File: config.mk
export PLATFORM = sky130hd
export DESIGN_NAME = dual_timer
export DESIGN_NICKNAME = d
export VERILOG_FILES = /design/src/rtl/tmr_pkg.sv /design/src/rtl/tmr_fall_sync.sv /design/src/rtl/tmr_unit.sv /design/src/rtl/dual_timer.sv
export SDC_FILE = /design/constraint.sdc
export NUM_CORES = 1
export LEC_CHECK = 0
export BUFFER_PORTS_ARGS = -buffer_cell sky130_fd_sc_hd__buf_2
export CAP_MARGIN = 10
export CORE_MARGIN = 3
export CORE_UTILIZATION = 53
export CTS_BUF_LIST = sky130_fd_sc_hd__clkbuf_4
export DETAILED_ROUTE_END_ITERATION = 10
export HOLD_SLACK_MARGIN = 0.08
export PLACE_DENSITY_LB_ADDON = 0.3
export SLEW_MARGIN = 20
export SYNTH_ARGS = -nofsm -noshare
export SYNTH_HDL_FRONTEND = slang
export SYNTH_HIERARCHICAL = 1
export SYNTH_SLANG_ARGS = --single-unit
File: constraint.sdc
create_clock -name clk -period 7.1 [get_ports clk]
set_clock_uncertainty 0.1 [all_clocks]
set_input_delay 0.355 -clock clk [delete_from_list [all_inputs] [get_ports clk]]
set_output_delay 0.355 -clock clk [all_outputs]
set_load 0.01 [all_outputs]
File: src/rtl/tmr_pkg.sv
package tmr_pkg;
   typedef enum logic [1:0] {
      MD_PRE13   = 2'b00,
      MD_WIDE16  = 2'b01,
      MD_RELOAD8 = 2'b10,
      MD_SPLIT   = 2'b11
   } tmr_mode_e;

   localparam int RA_MODE = 0;
   localparam int RA_CTRL = 1;
   localparam int RA_LO0  = 2;
   localparam int RA_HI0  = 3;
   localparam int RA_LO1  = 4;
   localparam int RA_HI1  = 5;

   localparam int CB_RUN0  = 0;
   localparam int CB_FLAG0 = 1;
   localparam int CB_RUN1  = 2;
   localparam int CB_FLAG1 = 3;
endpackage

File: src/rtl/tmr_fall_sync.sv
module tmr_fall_sync #(
   parameter int STAGES = 2
) (
   input  logic clk,
   input  logic rst_n,
   input  logic pin,
   output logic fall
);
   if (STAGES < 1) begin : g_bad_stages
      $error("tmr_fall_sync: STAGES must be at least 1");
   end

   logic [STAGES:0] sr;

   always_ff @(posedge clk) begin
      if (!rst_n) sr <= '0;
      else        sr <= {sr[STAGES-1:0], pin};
   end

   // older sample high, newer sample low
   assign fall = sr[STAGES] & ~sr[STAGES-1];
endmodule

File: src/rtl/tmr_unit.sv
module tmr_unit
   import tmr_pkg::*;
#(
   parameter int W        = 8,
   parameter int PRESC_W  = 5,
   parameter bit SPLIT_HI = 1'b1
) (
   input  logic         clk,
   input  logic         rst_n,
   input  tmr_mode_e    mode,
   input  logic         inc,
   input  logic         inc_hi,
   input  logic         wr_lo,
   input  logic         wr_hi,
   input  logic [W-1:0] wdata,
   output logic [W-1:0] lo,
   output logic [W-1:0] hi,
   output logic         ovf,
   output logic         ovf_hi
);
   localparam logic [W-1:0]   ONE_W  = W'(1);
   localparam logic [2*W-1:0] ONE_2W = (2*W)'(1);

   logic [W-1:0] lo_q, hi_q, lo_n, hi_n;
   logic [W-1:0] sp_lo, sp_hi;
   logic         sp_ovf, sp_ovf_hi;

   if (SPLIT_HI) begin : g_split
      always_comb begin
         sp_lo     = lo_q;
         sp_hi     = hi_q;
         sp_ovf    = 1'b0;
         sp_ovf_hi = 1'b0;
         if (inc) begin
            sp_lo  = lo_q + ONE_W;
            sp_ovf = &lo_q;
         end
         if (inc_hi) begin
            sp_hi     = hi_q + ONE_W;
            sp_ovf_hi = &hi_q;
         end
      end
   end else begin : g_hold
      logic unused_inc_hi;
      assign unused_inc_hi = inc_hi;
      assign sp_lo     = lo_q;
      assign sp_hi     = hi_q;
      assign sp_ovf    = 1'b0;
      assign sp_ovf_hi = 1'b0;
   end

   always_comb begin
      lo_n   = lo_q;
      hi_n   = hi_q;
      ovf    = 1'b0;
      ovf_hi = 1'b0;
      unique case (mode)
         MD_PRE13: begin
            if (inc) begin
               if (&lo_q[PRESC_W-1:0]) begin
                  lo_n = '0;
                  hi_n = hi_q + ONE_W;
                  ovf  = &hi_q;
               end else begin
                  lo_n = lo_q + ONE_W;
               end
            end
         end
         MD_WIDE16: begin
            if (inc) begin
               {hi_n, lo_n} = {hi_q, lo_q} + ONE_2W;
               ovf          = &{hi_q, lo_q};
            end
         end
         MD_RELOAD8: begin
            if (inc) begin
               if (&lo_q) begin
                  lo_n = hi_q;
                  ovf  = 1'b1;
               end else begin
                  lo_n = lo_q + ONE_W;
               end
            end
         end
         MD_SPLIT: begin
            lo_n   = sp_lo;
            hi_n   = sp_hi;
            ovf    = sp_ovf;
            ovf_hi = sp_ovf_hi;
         end
         default: ;
      endcase
   end

   always_ff @(posedge clk) begin
      if (!rst_n) begin
         lo_q <= '0;
         hi_q <= '0;
      end else begin
         lo_q <= wr_lo ? wdata : lo_n;
         hi_q <= wr_hi ? wdata : hi_n;
      end
   end

   assign lo = lo_q;
   assign hi = hi_q;
endmodule

File: src/rtl/dual_timer.sv
module dual_timer
   import tmr_pkg::*;
#(
   parameter int W           = 8,
   parameter int PRESC_W     = 5,
   parameter int SYNC_STAGES = 2,
   parameter int AW          = 3
) (
   input  logic          clk,
   input  logic          rst_n,
   input  logic          tick,
   input  logic [1:0]    cnt_pin,
   input  logic [1:0]    gate_pin,
   input  logic [1:0]    irq_ack,
   input  logic          reg_wr,
   input  logic [AW-1:0] reg_addr,
   input  logic [W-1:0]  reg_wdata,
   output logic [W-1:0]  reg_rdata,
   output logic [1:0]    ovf_flag,
   output logic          baud_strobe
);
   localparam int NUNITS = 2;
   localparam int NIB    = 4;

   if (W < 8) begin : g_bad_w
      $error("dual_timer: W must be at least 8");
   end
   if (PRESC_W < 1 || PRESC_W >= W) begin : g_bad_presc
      $error("dual_timer: PRESC_W must lie in 1..W-1");
   end
   if (AW < 3) begin : g_bad_aw
      $error("dual_timer: AW must be at least 3");
   end

   logic [7:0]        mode_q;
   logic [NUNITS-1:0] run_q, flag_q;
   logic              baud_q;

   logic [NUNITS-1:0] gate_b, ct_b, en, inc, cnt_fall, ovf_main, ovf_hi;
   logic [W-1:0]      cnt_lo [NUNITS];
   logic [W-1:0]      cnt_hi [NUNITS];
   tmr_mode_e         md [NUNITS];

   logic wr_mode, wr_ctrl;
   logic unused_bits;

   assign wr_mode = reg_wr && (reg_addr == AW'(RA_MODE));
   assign wr_ctrl = reg_wr && (reg_addr == AW'(RA_CTRL));

   for (genvar i = 0; i < NUNITS; i++) begin : g_unit
      assign md[i]     = tmr_mode_e'(mode_q[NIB*i +: 2]);
      assign ct_b[i]   = mode_q[NIB*i + 2];
      assign gate_b[i] = mode_q[NIB*i + 3];

      tmr_fall_sync #(.STAGES(SYNC_STAGES)) u_sync (
         .clk  (clk),
         .rst_n(rst_n),
         .pin  (cnt_pin[i]),
         .fall (cnt_fall[i])
      );

      assign en[i]  = run_q[i] & (~gate_b[i] | gate_pin[i]);
      assign inc[i] = en[i] & (ct_b[i] ? cnt_fall[i] : tick);

      tmr_unit #(
         .W       (W),
         .PRESC_W (PRESC_W),
         .SPLIT_HI(i == 0)
      ) u_unit (
         .clk   (clk),
         .rst_n (rst_n),
         .mode  (md[i]),
         .inc   (inc[i]),
         .inc_hi((i == 0) ? (en[1] & tick) : 1'b0),
         .wr_lo (reg_wr && (reg_addr == AW'(RA_LO0 + 2*i))),
         .wr_hi (reg_wr && (reg_addr == AW'(RA_HI0 + 2*i))),
         .wdata (reg_wdata),
         .lo    (cnt_lo[i]),
         .hi    (cnt_hi[i]),
         .ovf   (ovf_main[i]),
         .ovf_hi(ovf_hi[i])
      );
   end

   assign unused_bits = ovf_hi[1];

   logic split0, set0, set1;
   assign split0 = (md[0] == MD_SPLIT);
   assign set0   = ovf_main[0];
   assign set1   = split0 ? ovf_hi[0] : ovf_main[1];

   always_ff @(posedge clk) begin
      if (!rst_n) begin
         mode_q <= '0;
         run_q  <= '0;
         flag_q <= '0;
         baud_q <= 1'b0;
      end else begin
         baud_q <= ovf_main[1] | ovf_hi[0];
         if (wr_mode) mode_q <= reg_wdata[7:0];
         if (wr_ctrl) begin
            run_q  <= {reg_wdata[CB_RUN1],  reg_wdata[CB_RUN0]};
            flag_q <= {reg_wdata[CB_FLAG1], reg_wdata[CB_FLAG0]};
         end else begin
            if (set0)            flag_q[0] <= 1'b1;
            else if (irq_ack[0]) flag_q[0] <= 1'b0;
            if (set1)            flag_q[1] <= 1'b1;
            else if (irq_ack[1]) flag_q[1] <= 1'b0;
         end
      end
   end

   always_comb begin
      reg_rdata = '0;
      case (reg_addr)
         AW'(RA_MODE): reg_rdata[7:0] = mode_q;
         AW'(RA_CTRL): begin
            reg_rdata[CB_RUN0]  = run_q[0];
            reg_rdata[CB_FLAG0] = flag_q[0];
            reg_rdata[CB_RUN1]  = run_q[1];
            reg_rdata[CB_FLAG1] = flag_q[1];
         end
         AW'(RA_LO0): reg_rdata = cnt_lo[0];
         AW'(RA_HI0): reg_rdata = cnt_hi[0];
         AW'(RA_LO1): reg_rdata = cnt_lo[1];
         AW'(RA_HI1): reg_rdata = cnt_hi[1];
         default:     reg_rdata = '0;
      endcase
   end

   assign ovf_flag    = flag_q;
   assign baud_strobe = baud_q;
endmodule

# After elaboration in Yosys (flattened, before gate mapping)

Cells that the tools add are included.

Logic and storage cells: 133
Output and inout port bits: 11
Register bits after elaboration: 51
Input port bits: 21

Reduce and logical (&&, ||, !) cells: 25
Bitwise logic cells: 14
$add $sub $neg: 6
Eq/ne operators: 26
Muxes and demuxes: 51

Operator list:

| cell                                                                     | number |
|---|---|
| 8-bit two-way mux                                                        | 22 |
| 8-bit case mux with 3 select lines                                       | 2 |
| 3-bit by 1-bit inequality test with 1-bit output (second input constant) | 14 |
| 16-bit by 1-bit adder with 16-bit output (second input constant)         | 2 |
| 8-bit by 1-bit adder with 8-bit output (second input constant)           | 4 |
| 8-bit case mux with 4 select lines                                       | 1 |
| 16-bit AND reduction                                                     | 2 |
| 8-bit AND reduction                                                      | 4 |
| 4-bit case mux with 6 select lines                                       | 1 |
| 1-bit two-way mux                                                        | 20 |
| 4-bit case mux with 5 select lines                                       | 1 |
| 8-bit case mux with 2 select lines                                       | 1 |
| 5-bit AND reduction                                                      | 3 |
| 4-bit AND reduction                                                      | 3 |
| 3-bit nonzero test                                                       | 3 |
| 2-bit == test (second input constant)                                    | 4 |
| 1-bit case mux with 4 select lines                                       | 2 |
| 1-bit AND                                                                | 7 |
| 3-bit by 2-bit == test with 1-bit output (second input constant)         | 2 |
| 3-bit == test (second input constant)                                    | 2 |
| 1-bit logical AND                                                        | 6 |
| 2-bit by 1-bit == test with 1-bit output (second input constant)         | 2 |
| 2-bit zero test                                                          | 2 |
| 1-bit NOT                                                                | 4 |
| other kinds (6)                                                          | 8 |

# Depth between registers and ports, before layout

Gate-level depths: netlist (run 1).

Depth in word-level cells: 9
Mapped depth: 10
Depth with buffers taken out: 9

# Cells and area by module

The synthesis (run 1) kept the hierarchy.

Modules (own cells, without submodules):

| module                       | area an instance (µm²) | times used | cells an instance | seq. area each (µm²) |
|---|---|---|---|---|
| tmr_unit at g_unit[1].u_unit | 1285.0                 | 1          | 168               | 320.3 |
| tmr_unit at g_unit[0].u_unit | 1173.6                 | 1          | 153               | 320.3 |
| dual_timer                   | 983.4                  | 1          | 123               | 260.2 |
| tmr_fall_sync                | 88.8                   | 2          | 7                 | 60.1 |

# Worst setup path before layout (run 1)

No wires, ideal clock.

Kind: register to register
Start point: register g_unit[1].u_unit.lo_q[0]
End point: register g_unit[1].u_unit.hi_q[1]
Stages on the path, launching flop included: 9
Buffers on the path: 1
Clock period less this slack: 2.230 ns
Setup slack: 4.870 ns
Required time: 6.919 ns
Arrival time: 2.049 ns
Cells stage by stage: dfxtp_1 -> ha_1 -> and3_1 -> buf_2 -> ha_1 -> mux2_2 -> nand2_1 -> or4_1 -> a41oi_1

Cells in the longest elaborated chain, start to end: 4

RTL lines:

| element                                  | line            | source |
|---|---|---|
| start: declaration                       | tmr_unit.sv:24  | `logic [W-1:0] lo_q, hi_q, lo_n, hi_n;` |
| start signal: assignment                 | tmr_unit.sv:100 | `lo_q <= wr_lo ? wdata : lo_n;` |
| 16-bit by 1-bit adder with 16-bit output | tmr_unit.sv:71  | `{hi_n, lo_n} = {hi_q, lo_q} + ONE_2W;` |
| 8-bit two-way mux                        | tmr_unit.sv:70  | `if (inc) begin` |
| 8-bit case mux with 2 select lines       | tmr_unit.sv:57  | `unique case (mode)` |
| 8-bit two-way mux                        | tmr_unit.sv:101 | `hi_q <= wr_hi ? wdata : hi_n;` |
| end signal: assignment                   | tmr_unit.sv:101 |  |
| end: declaration                         | tmr_unit.sv:24  |  |

Parallel ways exist; a longest one is shown, timed or not. The select of a mux whose other input is x is not followed.
A chain may end at the register's enable or synchronous reset.

# Worst setup path after layout (run 1)

Start point: register g_unit[0].u_unit.lo_q[0]
End point: register flag_q[0], in the netlist ovf_flag[0]

Cells in the longest elaborated chain, start to end: 6

RTL lines:

| element                                                           | line                                           | source |
|---|---|---|
| start: declaration                                                | tmr_unit.sv:24                                 |  |
| start signal: assignment                                          | tmr_unit.sv:100                                |  |
| 8-bit AND reduction / 5-bit AND reduction (equally long branches) | tmr_unit.sv:36, tmr_unit.sv:77, tmr_unit.sv:60 |  |
| 1-bit two-way mux (on tied branches)                              | tmr_unit.sv:77, tmr_unit.sv:60                 |  |
| 1-bit two-way mux (on tied branches)                              | tmr_unit.sv:76, tmr_unit.sv:59                 |  |
| 1-bit case mux with 4 select lines (*)                            | tmr_unit.sv:57                                 |  |
| net ovf_main[0]                                                   | dual_timer.sv:39                               | `logic [NUNITS-1:0] gate_b, ct_b, en, inc, cnt_fall, ovf_main, ovf_hi;` |
| 1-bit two-way mux                                                 | dual_timer.sv:105                              | `if (set0) flag_q[0] <= 1'b1;` |
| 2-bit two-way mux                                                 | dual_timer.sv:101                              | `if (wr_ctrl) begin` |
| end signal: assignment                                            | dual_timer.sv:103                              | `flag_q <= {reg_wdata[CB_FLAG1], reg_wdata[CB_FLAG0]};` |
| end: declaration                                                  | dual_timer.sv:36                               | `logic [NUNITS-1:0] run_q, flag_q;` |

The timed path passes the listed nets; every way through them passes the cells marked *.

==> results of run 1 <==
worst paths after layout:
check | start | to | slack [ns] | cells after the start
max | g_unit[0].u_unit/lo[0] | ovf_flag[0] | 4.52 | 9
min | irq_ack[1] | ovf_flag[1] | 0.14 | 3
max reg2reg | g_unit[0].u_unit/lo[0] | ovf_flag[0] | 4.52 | 9
min reg2reg | g_unit[1].u_sync/sr[0] | g_unit[1].u_sync/sr[1] | 0.35 | 1
state kept, by name, indices dropped and copies added (netlist names):
name / flops
run_q: 2
g_unit.u_sync/sr: 6
ovf_flag: 2
g_unit.u_unit/hi: 16
baud_strobe: 1
mode_q: 8
g_unit.u_unit/lo: 16
layout by cell type, fill, tap and decap left out, drive strengths merged, types with 11 or more instances in the layout:
cell type,instances
xnor2,20
buf,32
inv,18
mux2i,13
dfxtp,51
nand3,16
nor2,32
a21oi,36
nor3,17
and2,11
o21ai,37
nand2,49
layout make-up:
cell class | count | area, µm²
Sequential cell | 51 | 1020
Clock inverter | 2 | 12.5
Fill cell | 600 | 2690
Inverter | 18 | 67.6
Timing Repair Buffer | 34 | 183
Clock buffer | 6 | 45.0
Multi-Input combinational cell | 359 | 2340
Tap cell | 77 | 96.3
per-layer routing:
metal	part of all wire [%]	up-vias	global-route usage [%]
met3	10	40	5.21
met1	46	1675	39.8
met5	0	-	0
li1	-	1693	-
met4	3.6	0	10.7
met2	40	232	38.7
power breakdown:
group / internal [mW] / switching (mW)
Combinational: 0.0317 / 0.0456
Clock: 0.0422 / 0.0934
Sequential: 0.296 / 0.0160
Total: 0.370 / 0.155
through the flow:
step	power [mW]	cells	worst slack (ns)
CTS	0.528	547	4.58
detailed placement	0.393	537	4.61
floorplan	0.366	455	4.87
global route	0.547	547	4.36
finish	0.525	547	4.52
global placement	0.391	537	4.63
critical path: cells and delay by family (launching register included):
family,cells,cell delay [ns]
adders and majority gates,2,0.54
AOI/OAI and AO/OA,3,0.34
and+or+nand+nor,4,1.07
DFF,1,0.45
==> flow_summary_export.csv, run 1 <==
group,metric,value,unit
global_route,grt_start_max_net_pins,40,
critical_path,cp-end-kind,"flop",
final_layout,drive_gt1_share,15.1,%
final_layout,utilization,58.3,%
clocking,clockBufferDepth,2,
logic_synthesis,netlist_instances,455,
global_route,grt_pass1_wl,16300,µm
routing,wire_per_inst,19.3,µm
clocking,cts_resized,0,
clocking,cts_tree,"built",
floorplanning,ios,32,
outcome,status,"finished clean",
global_route,grt_overflow,0,
job,maxCapViolCount,0,
clocking,htreeDepth,2,
routing,via_per_inst,6.65,
clocking,clk_latency,0.37,ns
global_route,grt_pass1_vias,3153,
worst_hold_path,hold_class,"in2reg",
placement,port_buffers,31,
placement,dp_hpwl,7570,µm
sta,finalSetupViolCount,0,
final_layout,area_delta_synth_final,4.44,%
clocking,hold_buffers,2,
routing,wl,10500,µm
placement,place.gp.congestion,1.09,
sta,slew_viol_final,0,
routing,vias,3640,
clocking,cts_sinks,51,
sta,max-slew-margin-rel,33.2,%
critical_path,cpPeakStageDelay,0.63,ns
final_layout,design_area,3760,µm²
logic_synthesis,yosysWarnings,6,
sta,rsz0062_at_grt,"false",
critical_path,cp_max_fo,6,
routing,drtPass1Iterations,5,
floorplanning,rows,29,
sta,fmax,387,MHz
global_route,antenna_found_initial,0,
clocking,post_cts.repair.setup_buffers,0,
final_layout,nets,500,
floorplanning,die_area,7830,µm²
placement,place_area,3690,µm²
critical_path,cpMostUsedCell,"ha_1",
logic_synthesis,syn_nets,486,
sta,fin_tns_setup,0,ns
critical_path,path_class,"reg2reg",
clocking,cts_buffers,5,
floorplanning,die_y,88.5,µm
critical_path,cp.required,7.31,ns
routing,drt_first_iter_violations,620,
floorplanning,start_util,55.8,%
sta,tightest_slew,0.998,ns
pwr,powerDensity,140,nW/µm²
clocking,cts_root_buf,"clkbuf_4",
pwr,power_leakage,1.37,nW
global_route,track_usage,27.1,%
critical_path,worstPathCellList,"ha_1 > and3_1 > ha_1 > nor3b_1 > nand2_1 > o21ai_0 > and2_1 > a21oi_1 > a211oi_1",
routing,drc_errors,0,
clocking,clk_pin_slew_worst_paths,0.15,ns
final_layout,insertedDiodeCount,0,
routing,antenna_left,0,
sta,period_share,36.3,%
logic_synthesis,synth.avg_cell_area,7.92,µm²
floorplanning,core_area,6460,µm²
floorplanning,die_x,88.5,µm
pwr,vdd_drop_max,0.109,mV
critical_path,critPathArrivalTime,2.79,ns
critical_path,start_kind,"flop",
sta,period_needed,2.58,ns
sta,whs,0.140,ns
logic_synthesis,synth_area,3600,µm²
critical_path,cp_slowest_cell,"nor3b_1",
sta,hold_viol,0,
No activity file was read; power rests on OpenSTA's default activity.
==> inputs of run 2 (changes only) <==
==> constraint.sdc (replaced) <==
create_clock -name clk -period 2.2 [get_ports clk]
set_clock_uncertainty 0.1 [all_clocks]
set_input_delay 0.11 -clock clk [delete_from_list [all_inputs] [get_ports clk]]
set_output_delay 0.11 -clock clk [all_outputs]
set_load 0.01 [all_outputs]
==> flow_summary_export.csv, run 2 (same netlist as run 1, synthesis figures left out) <==
group,metric,value,unit
job,maxCapViolCount,0,
final_layout,insertedDiodeCount,0,
clocking,clk_latency,0.38,ns
pwr,vdd_drop_max,0.389,mV
final_layout,design_area,4170,µm²
final_layout,fillers,572,
sta,tightest_slew,0.617,ns
final_layout,utilization,64.5,%
global_route,grt_pass1_wl,17700,µm
clocking,cts_sinks,51,
worst_hold_path,hold_class,"in2reg",
clocking,post_cts.repair.setup_buffers,0,
final_layout,drive_gt1_share,21.7,%
sta,slew_viol_final,0,
floorplanning,rows,29,
routing,antenna_left,0,
clocking,htreeDepth,2,
placement,port_buffers,31,
critical_path,cp-end-kind,"flop",
sta,fmax,465,MHz
global_route,grt_start_max_net_pins,26,
floorplanning,die_area,7830,µm²
pwr,power.total,1.76,mW
pwr,power_leakage,1.60,nW
sta,fin_tns_setup,0,ns
clocking,cts_tree,"built",
routing,drt_first_iter_violations,539,
placement,dp_hpwl,8200,µm
clocking,cts_root_buf,"clkbuf_4",
final_layout,nets,542,
global_route,grt_overflow,0,
routing,wl,11200,µm
sta,hold_viol,0,
critical_path,cp_max_fo,10,
critical_path,start_kind,"flop",
routing,via_per_inst,6.39,
placement,place.gp.congestion,1.05,
outcome,status,"finished clean",
floorplanning,die_x,88.5,µm
sta,period_needed,2.15,ns
sta,period_share,97.7,%
global_route,grt_pass1_vias,3406,
global_route,track_usage,29.5,%
sta,max-slew-margin-rel,58.3,%
final_layout,final_cell_mix,"nand2_1, dfxtp_1, a21oi_1",
floorplanning,start_util,55.8,%
floorplanning,core_area,6460,µm²
floorplanning,ios,32,
clocking,clockBufferDepth,2,
critical_path,path_class,"reg2reg",
critical_path,cp.required,2.42,ns
floorplanning,die_y,88.5,µm
sta,finalSetupViolCount,0,
placement,place_area,3910,µm²
routing,drc_errors,0,
clocking,cts_buffers,5,
routing,vias,3766,
final_layout,area_delta_synth_final,15.6,%
routing,drtPass1Iterations,6,
routing,wire_per_inst,19.1,µm
global_route,antenna_found_initial,0,
clocking,clk_pin_slew_worst_paths,0.17,ns
pwr,powerDensity,422,nW/µm²
critical_path,critPathArrivalTime,2.37,ns
-- run 2: cell count changes in the layout (fill, tap and decap cells not counted), moves of 2 or more --
cell / change
buf_4: +29
dlygate4sd3_1: +13
dfxtp_1: -4
dfxtp_2: +4
nor4_1: -3
nor4_2: +3
ha_1: -2
ha_2: +2
-- run 2: worst paths after layout --
check,startpoint,end,slack (ns),cells after the start
max,g_unit[1].u_unit/lo[0],g_unit[1].u_unit/hi[1],0.05,7
min,reg_addr[2],mode_q[3],0.10,4
max reg2reg,g_unit[1].u_unit/lo[0],g_unit[1].u_unit/hi[1],0.05,7
min reg2reg,g_unit[1].u_sync/sr[0],g_unit[1].u_sync/sr[1],0.35,1
-- run 2: layer usage --
layer  wire length (µm)  vias to the layer above  GRT usage (%)  share of wire, %
met1               5100                     1740           44.0                45
met5                  0                        -              0                 0
li1                   -                     1774              -                 -
met4                240                        0           8.79               2.1
met2               4570                      226           40.6                41
met3               1330                       26           8.66                12
-- run 2: cell type report --
class	count	area (µm²)	share of cell area, %
Sequential cell	51	1030	24.6
Tap cell	77	96.3	2.31
Timing Repair Buffer	76	531	12.7
Clock inverter	3	17.5	0.421
Clock buffer	5	37.5	0.901
Inverter	18	67.6	1.62
Multi-Input combinational cell	359	2390	57.4
-- run 2: worst max-delay path, stage by stage (launching register included) --
cell and delay [ns]:
dfxtp_2 0.36, ha_2 0.22, and3_4 0.21, ha_2 0.19
mux2_2 0.19, nand2_4 0.09, or4_1 0.50, a41oi_1 0.21
-- run 2: report_power, final --
group	total, mW	switching, mW	internal, mW
sequential	0.997	0.0399	0.957
combinational	0.307	0.171	0.137
clock	0.454	0.329	0.125
-- run 2: timing repair --
item                                   4_1_cts  5_1_grt
hold buffers                                15        0
endpoints found under the hold margin       45        0
gates resized for setup                      0       12
setup endpoints to repair                    0       17
-- run 2: through the flow --
| step | setup slack (ns) | hold slack (ns) | instances |
|---|---|---|---|
| floorplan | 0.0359 | 0.132 | 455 |
| global placement | 0.0842 | 0.212 | 566 |
| detailed placement | 0.0680 | 0.218 | 566 |
| CTS | 0.0257 | 0.0856 | 589 |
| global route | -0.000931 | 0.102 | 589 |
| finish | 0.0501 | 0.104 | 589 |
